## src/rtl/simd_pkg.sv

```systemverilog
package simd_pkg;

  typedef enum logic [2:0] {
    OP_ADD  = 3'd0,
    OP_SUB  = 3'd1,
    OP_QADD = 3'd2,
    OP_QSUB = 3'd3,
    OP_NSAT = 3'd4,
    OP_PACK = 3'd5
  } simdOp_e;

  // Strobes from control to datapath
  typedef struct packed {
    logic ld;        // accept a request this cycle
    logic clr;       // clear sticky flag
    logic selArith;  // lane add/sub path
    logic doSub;     // subtract instead of add
    logic saturate;  // clamp instead of wrap
    logic byteLanes; // four narrow lanes instead of two
    logic selShift;  // narrowing shift path
    logic selPack;   // pack path
  } simdStrb_t;

endpackage

```

## src/rtl/simd_ctrl.sv

```systemverilog
module simd_ctrl
  import simd_pkg::*;
(
  input  logic       clk,
  input  logic       rstN,
  input  logic       inValid,
  input  logic [2:0] opcode,
  input  logic       laneSel,
  input  logic       satClr,
  output simdStrb_t  strb
);

  always_comb begin
    strb           = '0;
    strb.ld        = inValid;
    strb.clr       = satClr;
    strb.byteLanes = laneSel;
    unique case (opcode)
      OP_ADD:  strb.selArith = 1'b1;
      OP_SUB:  begin strb.selArith = 1'b1; strb.doSub = 1'b1; end
      OP_QADD: begin strb.selArith = 1'b1; strb.saturate = 1'b1; end
      OP_QSUB: begin strb.selArith = 1'b1; strb.doSub = 1'b1; strb.saturate = 1'b1; end
      OP_NSAT: strb.selShift = 1'b1;
      OP_PACK: strb.selPack = 1'b1;
      default: ;
    endcase
  end

  // at most one result path chosen
  path_onehot_chk: assert property (@(posedge clk) disable iff (!rstN)
    $onehot0({strb.selArith, strb.selShift, strb.selPack}));

endmodule

```

## src/rtl/simd_dp.sv

```systemverilog
module simd_dp
  import simd_pkg::*;
#(
  parameter int HALF_W = 16
) (
  input  logic                         clk,
  input  logic                         rstN,
  input  simdStrb_t                    strb,
  input  logic [1:0]                   halfSel,
  input  logic [2*HALF_W-1:0]          srcA,
  input  logic [2*HALF_W-1:0]          srcB,
  input  logic [$clog2(2*HALF_W)-1:0]  shamt,
  output logic                         outValid,
  output logic [2*HALF_W-1:0]          result,
  output logic                         satFlag
);

  localparam int WORD_W = 2 * HALF_W;
  localparam int BYTE_W = HALF_W / 2;
  localparam int NHALF  = WORD_W / HALF_W;
  localparam int NBYTE  = WORD_W / BYTE_W;

  logic [WORD_W-1:0] halfWrap, halfSat, byteWrap, byteSat;
  logic [NHALF-1:0]  halfOvf;
  logic [NBYTE-1:0]  byteOvf;

  // Wide lanes
  for (genvar h = 0; h < NHALF; h++) begin : g_half
    logic [HALF_W:0] opA, opB, sum;
    assign opA = {srcA[h*HALF_W+HALF_W-1], srcA[h*HALF_W +: HALF_W]};
    assign opB = {srcB[h*HALF_W+HALF_W-1], srcB[h*HALF_W +: HALF_W]};
    assign sum = strb.doSub ? (opA - opB) : (opA + opB);
    assign halfOvf[h] = sum[HALF_W] ^ sum[HALF_W-1];
    assign halfWrap[h*HALF_W +: HALF_W] = sum[HALF_W-1:0];
    assign halfSat[h*HALF_W +: HALF_W] = !halfOvf[h] ? sum[HALF_W-1:0] :
      (sum[HALF_W] ? {1'b1, {(HALF_W-1){1'b0}}} : {1'b0, {(HALF_W-1){1'b1}}});
  end

  // Narrow lanes
  for (genvar b = 0; b < NBYTE; b++) begin : g_byte
    logic [BYTE_W:0] opA, opB, sum;
    assign opA = {srcA[b*BYTE_W+BYTE_W-1], srcA[b*BYTE_W +: BYTE_W]};
    assign opB = {srcB[b*BYTE_W+BYTE_W-1], srcB[b*BYTE_W +: BYTE_W]};
    assign sum = strb.doSub ? (opA - opB) : (opA + opB);
    assign byteOvf[b] = sum[BYTE_W] ^ sum[BYTE_W-1];
    assign byteWrap[b*BYTE_W +: BYTE_W] = sum[BYTE_W-1:0];
    assign byteSat[b*BYTE_W +: BYTE_W] = !byteOvf[b] ? sum[BYTE_W-1:0] :
      (sum[BYTE_W] ? {1'b1, {(BYTE_W-1){1'b0}}} : {1'b0, {(BYTE_W-1){1'b1}}});
  end

  // Narrowing shift with clamp
  logic signed [WORD_W-1:0] shifted;
  logic [WORD_W-HALF_W:0]   upperBits;
  logic                     shOvf;
  logic [HALF_W-1:0]        shClamp;
  logic [WORD_W-1:0]        shRes;

  assign shifted   = $signed(srcA) >>> shamt;
  assign upperBits = shifted[WORD_W-1:HALF_W-1];
  assign shOvf     = !((&upperBits) || !(|upperBits));
  assign shClamp   = !shOvf ? shifted[HALF_W-1:0] :
    (shifted[WORD_W-1] ? {1'b1, {(HALF_W-1){1'b0}}} : {1'b0, {(HALF_W-1){1'b1}}});
  assign shRes     = {{HALF_W{shClamp[HALF_W-1]}}, shClamp};

  // Pack
  logic [WORD_W-1:0] packRes;
  assign packRes = {halfSel[1] ? srcA[WORD_W-1:HALF_W] : srcA[HALF_W-1:0],
                    halfSel[0] ? srcB[WORD_W-1:HALF_W] : srcB[HALF_W-1:0]};

  // Result select
  logic [WORD_W-1:0] nextRes;
  logic              satNow;

  always_comb begin
    nextRes = '0;
    satNow  = 1'b0;
    if (strb.selArith) begin
      if (strb.byteLanes) begin
        nextRes = strb.saturate ? byteSat : byteWrap;
        satNow  = strb.saturate && (|byteOvf);
      end else begin
        nextRes = strb.saturate ? halfSat : halfWrap;
        satNow  = strb.saturate && (|halfOvf);
      end
    end else if (strb.selShift) begin
      nextRes = shRes;
      satNow  = shOvf;
    end else if (strb.selPack) begin
      nextRes = packRes;
    end
  end

  always_ff @(posedge clk) begin
    if (!rstN) begin
      outValid <= 1'b0;
      result   <= '0;
      satFlag  <= 1'b0;
    end else begin
      outValid <= strb.ld;
      if (strb.ld) result <= nextRes;
      satFlag  <= (strb.clr ? 1'b0 : satFlag) | (strb.ld & satNow);
    end
  end


  valid_follow_chk: assert property (@(posedge clk) disable iff (!rstN)
    strb.ld |=> outValid);


  idle_hold_chk: assert property (@(posedge clk) disable iff (!rstN)
    !strb.ld |=> (!outValid && $stable(result)));


  flag_sticky_chk: assert property (@(posedge clk) disable iff (!rstN)
    (satFlag && !strb.clr) |=> satFlag);


  flag_clear_chk: assert property (@(posedge clk) disable iff (!rstN)
    (strb.clr && !strb.ld) |=> !satFlag);


  wrap_noflag_chk: assert property (@(posedge clk) disable iff (!rstN)
    (!satFlag && !strb.saturate && !strb.selShift) |=> !satFlag);

endmodule

```

## src/rtl/packed_simd_alu.sv

```systemverilog
module packed_simd_alu
  import simd_pkg::*;
(
  input  logic        clk,
  input  logic        rstN,
  input  logic        inValid,
  input  logic [2:0]  opcode,
  input  logic        laneSel,
  input  logic [1:0]  halfSel,
  input  logic [31:0] srcA,
  input  logic [31:0] srcB,
  input  logic [4:0]  shamt,
  input  logic        satClr,
  output logic        outValid,
  output logic [31:0] result,
  output logic        satFlag
);

  simdStrb_t strb;

  simd_ctrl u_ctrl (
    .clk     (clk),
    .rstN    (rstN),
    .inValid (inValid),
    .opcode  (opcode),
    .laneSel (laneSel),
    .satClr  (satClr),
    .strb    (strb)
  );

  simd_dp #(.HALF_W(16)) u_dp (
    .clk      (clk),
    .rstN     (rstN),
    .strb     (strb),
    .halfSel  (halfSel),
    .srcA     (srcA),
    .srcB     (srcB),
    .shamt    (shamt),
    .outValid (outValid),
    .result   (result),
    .satFlag  (satFlag)
  );

endmodule

```

## config.mk

```make
export PLATFORM = sky130hd
export DESIGN_NAME = packed_simd_alu
export DESIGN_NICKNAME = d
export VERILOG_FILES = /design/src/rtl/simd_pkg.sv /design/src/rtl/simd_ctrl.sv /design/src/rtl/simd_dp.sv /design/src/rtl/packed_simd_alu.sv
export SDC_FILE = /design/constraint.sdc
export NUM_CORES = 1
export LEC_CHECK = 0
export ABC_AREA = 0
export BUFFER_PORTS_ARGS = -buffer_cell sky130_fd_sc_hd__buf_2
export CAP_MARGIN = 20
export CELL_PAD_IN_SITES_DETAIL_PLACEMENT = 1
export CELL_PAD_IN_SITES_GLOBAL_PLACEMENT = 1
export CORE_ASPECT_RATIO = 1.25
export CORE_MARGIN = 1.5
export CORE_UTILIZATION = 35
export CTS_CLUSTER_SIZE = 40
export DETAILED_ROUTE_END_ITERATION = 8
export PLACE_DENSITY = 0.67
export SYNTH_ARGS = -nofsm -noshare
export SYNTH_HDL_FRONTEND = slang
export SYNTH_SLANG_ARGS = --single-unit
```

## constraint.sdc

```tcl
create_clock -name clk -period 9.45 [get_ports clk]
set_clock_uncertainty 0.1 [all_clocks]
set_input_delay 1.89 -clock clk [delete_from_list [all_inputs] [get_ports clk]]
set_output_delay 1.89 -clock clk [all_outputs]
set_load 0.01 [all_outputs]
```

* After elaboration in Yosys (flattened, before gate mapping) *
Index checks and enable logic that the tools add are counted.

word-level totals
  flip-flop bits (word level) = 34
  output and inout port bits = 34
  logic and storage cells = 79

cells by class
  reductions and logical operators = 13
  add/sub/neg operators = 12
  bitwise logic cells = 8
  shift operators = 1
  muxes and demuxes = 37
  eq/ne operators = 5

operators with widths
  cell                                                  count
  2-to-1 mux 32 bit                                     6
  2-to-1 mux 16 bit                                     8
  2-to-1 mux 8 bit                                      8
  adder 8 x 8 -> 9 bit                                  4
  2-to-1 mux 9 bit                                      4
  subtractor 8 x 8 -> 9 bit                             4
  adder 16 x 16 -> 17 bit                               2
  2-to-1 mux 17 bit                                     2
  subtractor 16 x 16 -> 17 bit                          2
  >>> shifter 32 x 5 -> 32 bit                          1
  AND reduction 17 bit                                  1
  OR reduction 17 bit                                   1
  2-to-1 mux 1 bit                                      9
  OR reduction 4 bit                                    2
  equality test 3 x 2 -> 1 bit (second input constant)  2
  equality test 3 bit (second input constant)           2
  OR reduction 2 bit                                    3
  bitwise XOR 1 bit                                     6
  equality test 3 x 1 -> 1 bit (second input constant)  1
  zero test 3 bit                                       1
  logical AND 1 bit                                     2
  zero test 1 bit                                       2
  AND 1 bit                                             1
  logical OR 1 bit                                      1
  bitwise OR 1 bit                                      1

* Longest topological paths before layout *
  depth after elaboration = 11
  depth in mapped cells = 17
  gate-level depth less buffers = 16

* By module *
A second synthesis with hierarchy kept.

second synthesis, totals
  cell total of the unflattened synthesis = 1084
  area total of the unflattened synthesis = 8121.5 um2

by module, submodules not included
  module     instances  cells an instance  area an instance (um2)
  simd_dp    1          1076               8061.5
  simd_ctrl  1          8                  60.1

* Least setup slack after synthesis *
OpenSTA, ideal clock, no wires.

  kind = input to register
  start point = input port srcB[19]
  end point = register u_dp.result[21]
  path buffers = 0
  slack = 3670 ps
  library setup time = 117 ps
  arrival = 5562 ps
  stages = 14
  data required time = 9233 ps
  cell sequence = or4_1 -> o21ai_0 -> nand2_1 -> xnor2_1 -> ha_1 -> o21a_1 -> o21a_1 -> o21ai_0 -> mux2i_1 -> o311a_1 -> nand3_1 -> o41ai_1 -> a31oi_1 -> a32o_1

on the way
  word-level cells in the longest chain between the ends = 7
  elaborated cells between the ends (all ways) = 16
  those cells by class = add/sub (4); mux (10); bitwise (2)

ends and longest elaborated chain
  element                                                       RTL line                      text
  start, declared                                               packed_simd_alu.sv:11         input logic [31:0] srcB,
  adder 16 x 16 -> 17 bit (tied with other cells)               simd_dp.sv:32                 assign sum = strb.doSub ? (opA - opB) : (opA + opB);
  2-to-1 mux 17 bit / 2-to-1 mux 9 bit (equally long branches)  simd_dp.sv:32, simd_dp.sv:44
  2-to-1 mux 16 bit (tied with other cells)                     simd_dp.sv:36                 (sum[HALF_W] ? {1'b1, {(HALF_W-1){1'b0}}} : {1'b0, {(HALF_W-1){1'b1}}});
  2-to-1 mux 16 bit / 2-to-1 mux 8 bit (equally long branches)  simd_dp.sv:35, simd_dp.sv:47
  2-to-1 mux 32 bit, on equally long branches                   simd_dp.sv:82, simd_dp.sv:79
  2-to-1 mux 32 bit (*)                                         simd_dp.sv:78                 if (strb.byteLanes) begin
  2-to-1 mux 32 bit (*)                                         simd_dp.sv:77                 if (strb.selArith) begin
  end signal, assigned                                          simd_dp.sv:100                if (strb.ld) result <= nextRes;
  end, declared                                                 simd_dp.sv:14                 output logic [2*HALF_W-1:0] result,

Every way passes the cells marked *; elsewhere a longest branch is shown, timed or not.
A chain may end at the register's enable or synchronous reset.

* Worst setup path in the final report *
  start point = input port opcode[2]
  end point = register u_dp.result[21]

on the way
  word-level cells in the longest chain between the ends = 9
  elaborated cells between the ends (all ways) = 28
  those cells by class = eq/ne (5); mux (17); bitwise (2); reduce/logical (4)

ends and longest elaborated chain
  element                                                                              RTL line                      text
  start, declared                                                                      packed_simd_alu.sv:7          input logic [2:0] opcode,
  equality test 3 x 1 -> 1 bit / equality test 3 x 2 -> 1 bit (equally long branches)  simd_ctrl.sv:18               unique case (opcode)
  OR reduction 2 bit (no line)                                                         n/a
  2-to-1 mux 1 bit                                                                     simd_ctrl.sv:18
  2-to-1 mux 17 bit / 2-to-1 mux 9 bit (equally long branches)                         simd_dp.sv:32, simd_dp.sv:44
  2-to-1 mux 16 bit (tied with other cells)                                            simd_dp.sv:36
  2-to-1 mux 16 bit / 2-to-1 mux 8 bit (equally long branches)                         simd_dp.sv:35, simd_dp.sv:47
  2-to-1 mux 32 bit, on equally long branches                                          simd_dp.sv:82, simd_dp.sv:79
  2-to-1 mux 32 bit                                                                    simd_dp.sv:78
  2-to-1 mux 32 bit (*)                                                                simd_dp.sv:77

Marks and branches as above.

==> results.cfg <==
[drt]
viasPerCell = 6.34
drt-total-wl_um = 36300
drcViolationCount = 0
ant_nets = 0
drt_iter0_drc = 800
wl_per_cell_um = 24.9
via_count = 9248
dr.pass1.iters = 6

[sta]
slew_headroom = 0.342
timing.setup.tns_ns = 0
fin_crit_sh = 0.697
finalCriticalPeriod_ns = 6.59
hold_violations = 0
layout_setup_ws_ns = 2.86
holdWs_ns = 0.367
fmax_mhz = 152
setup_viol = 0
worstMarginPinSlew_ns = 0.974
maxSlewViolCount = 0
rsz0062_at_grt = false

[synthesis]
yosysWarnings = 0
syn_avg_cell_area_um2 = 7.41
async_reset_ff_frac = 0
netlist_instances = 1114
synth_edf_count = 0
yosysSeqAreaShare = 0.0825
syn_area_mm2 = 0.00825
ys.flop_type = dfxtp_1
ys_ff_latch = 34
yosysUniqueCellTypes = 82
synth_fp_nets = 1249

[clock_network]
cts_resized = 0
cts_sinks = 34
post_cts_buffers = 0
cts_tree = done
path_clk_slew_ns = 0.06
cts_htree_levels = 2
clk_path_buf_depth = 2
root_buffer = clkbuf_16
ctsHoldBuffers = 0
clk_latency_ns = 0.30
cts_made_buffers = 5

[place]
pre_cts_ws_ns = 2.62
io_buffers = 112
dpl.hpwl_um = 28700
gp_congestion = 0.910

[die]
die_area_mm2 = 0.0245
core_mm2 = 0.0230
rows = 62
die_y_um = 175
die_w_um = 140
pin_count = 113
start_util = 0.358

[worst_setup_path]
path_max_fanout = 41
slowest_stage = o41ai_1
cpPeakStageDelay_ns = 0.91
startpoint_type = primary input
cp_cell_sequence = buf_2, nor2b_2, a21oi_1, a21oi_1, nand2b_1, xnor2_1, ha_1, o21a_1, o21a_1, o21ai_0, mux2i_1, o311a_1, nand3_1, o41ai_1, a31oi_1, a32o_1
crit_path_end_kind = flop
crit_type = primary input to flop
crit_required_ns = 9.54
arrival_ns = 6.67

[finish]
nets = 1304
fill_cells = 2901
multi_input_area_mm2 = 0.00709
layout_commonest_cell = buf_2
post-route-util = 0.394
final_cell_mix = buf_2 (112), nand2_1 (107), a21oi_1 (106), nor2_1 (99), o21ai_0 (93)
area_growth_pct = 9.90
drive_gt1_frac = 0.168
regArea_um2 = 681

[status]
status = finished, final reports clean

[grt]
grt_max_degree = 51
grt_pass1_wl_um = 55700
grt-ovfl-total = 0
grt_util_all_layers = 0.295
grt_pass1_vias = 9357
grt_antenna_before_repair = 2

[power_and_ir_drop]
pwr_density_cell_mw_per_mm2 = 121
ir_worst_vdd_v = 0.0000692
leakage_nw = 3.68
power_w = 0.00110

[run]
maxCapViolations = 0

[hold_path]
hold_class = flop to flop
-- per-stage QoR --
stage,instances,instance area [um^2]
2_1_floorplan,1114,8250
3_3_place_gp,1449,8900
3_5_place_dp,1449,8900
4_1_cts,1457,9050
5_1_grt,1458,9070
6_report,1459,9070
-- power breakdown --
| group | total, W | switching, W | leakage (nW) | internal [W] |
|---|---|---|---|---|
| Clock | 0.000180 | 0.0000749 | 0.0729 | 0.000105 |
| Combinational | 0.000751 | 0.000468 | 3.33 | 0.000283 |
| Sequential | 0.000168 | 0.00000963 | 0.280 | 0.000158 |
| Total | 0.00110 | 0.000553 | 3.68 | 0.000546 |
-- path summary, 6_finish.rpt --
kind	end	cells after the start	slack, ns	startpoint
setup reg to reg	u_dp.result[17]	4	8.03	u_dp.result[17]
hold / removal	u_dp.result[14]	2	0.37	u_dp.result[14]
hold reg to reg	u_dp.result[14]	2	0.37	u_dp.result[14]
setup / recovery	u_dp.result[21]	16	2.86	opcode[2]
-- cell type report --
type                            instances  share of cell area
Tap cell                              288              0.0397
Antenna cell                            1            0.000276
Multi-Input combinational cell        965               0.782
Inverter                               44              0.0182
Clock inverter                          2             0.00138
Timing Repair Buffer                  119              0.0680
Clock buffer                            6              0.0153
Sequential cell                        34              0.0751
-- synthesized netlist by cell type (4+ instances only) --
library cell	count	area share
buf_2	6	0.0036
o211ai_1	23	0.021
mux4_2	31	0.085
nand3_1	14	0.0085
nand2_1	107	0.049
o21ai_1	4	0.0024
inv_1	40	0.018
nor4_1	10	0.0076
o41ai_1	11	0.012
a21o_1	17	0.015
nor2_1	99	0.045
a221oi_1	6	0.0064
a211o_1	5	0.0053
a21oi_1	106	0.064
ha_1	52	0.079
a211oi_1	16	0.015
and2_1	7	0.0053
a31oi_1	18	0.014
nand4_1	10	0.0076
dfxtp_1	34	0.082
nor3_1	14	0.0085
clkbuf_1	50	0.023
xnor2_1	69	0.073
or3_1	4	0.0030
o21ai_0	93	0.056
o21a_1	9	0.0082
xor2_1	23	0.024
fa_1	4	0.0097
o211a_1	4	0.0049
buf_1	7	0.0032
mux2_2	20	0.027
a32o_1	8	0.0097
mux2i_1	45	0.055
nor2b_1	16	0.012
o221ai_1	8	0.0085
o31ai_1	16	0.015
buf_6	4	0.0055
or4_1	4	0.0036
o22ai_1	8	0.0061
nand2b_1	25	0.019
-- worst max-delay path: cells and delay by family --
family | cells | cell delay (ns)
xor+xnor | 1 | 0.14
compound gates | 9 | 2.74
simple gates | 3 | 0.98
mux | 1 | 0.24
fa+ha+maj | 1 | 0.33
buf+inv | 1 | 0.33
-- layer usage --
metal	vias up	wire length, um	global-route usage
met5	-	13	0
met4	2	1650	0.132
met3	91	2490	0.0496
met2	375	16500	0.474
met1	4496	15700	0.388
li1	4284	-	-
-- kinds of logic after synthesis --
family | share of synthesized area
flops | 0.0825
mux | 0.173
buf+inv | 0.0587
compound gates | 0.309
xor+xnor | 0.100
fa+ha+maj | 0.0910
simple gates | 0.185
-- flip-flops by register name (all words and copies together) (netlist names) --
| name | flops |
|---|---|
| u_dp.outValid | 1 |
| u_dp.result | 32 |
| u_dp.satFlag | 1 |
(Power assumes the default switching activity.)
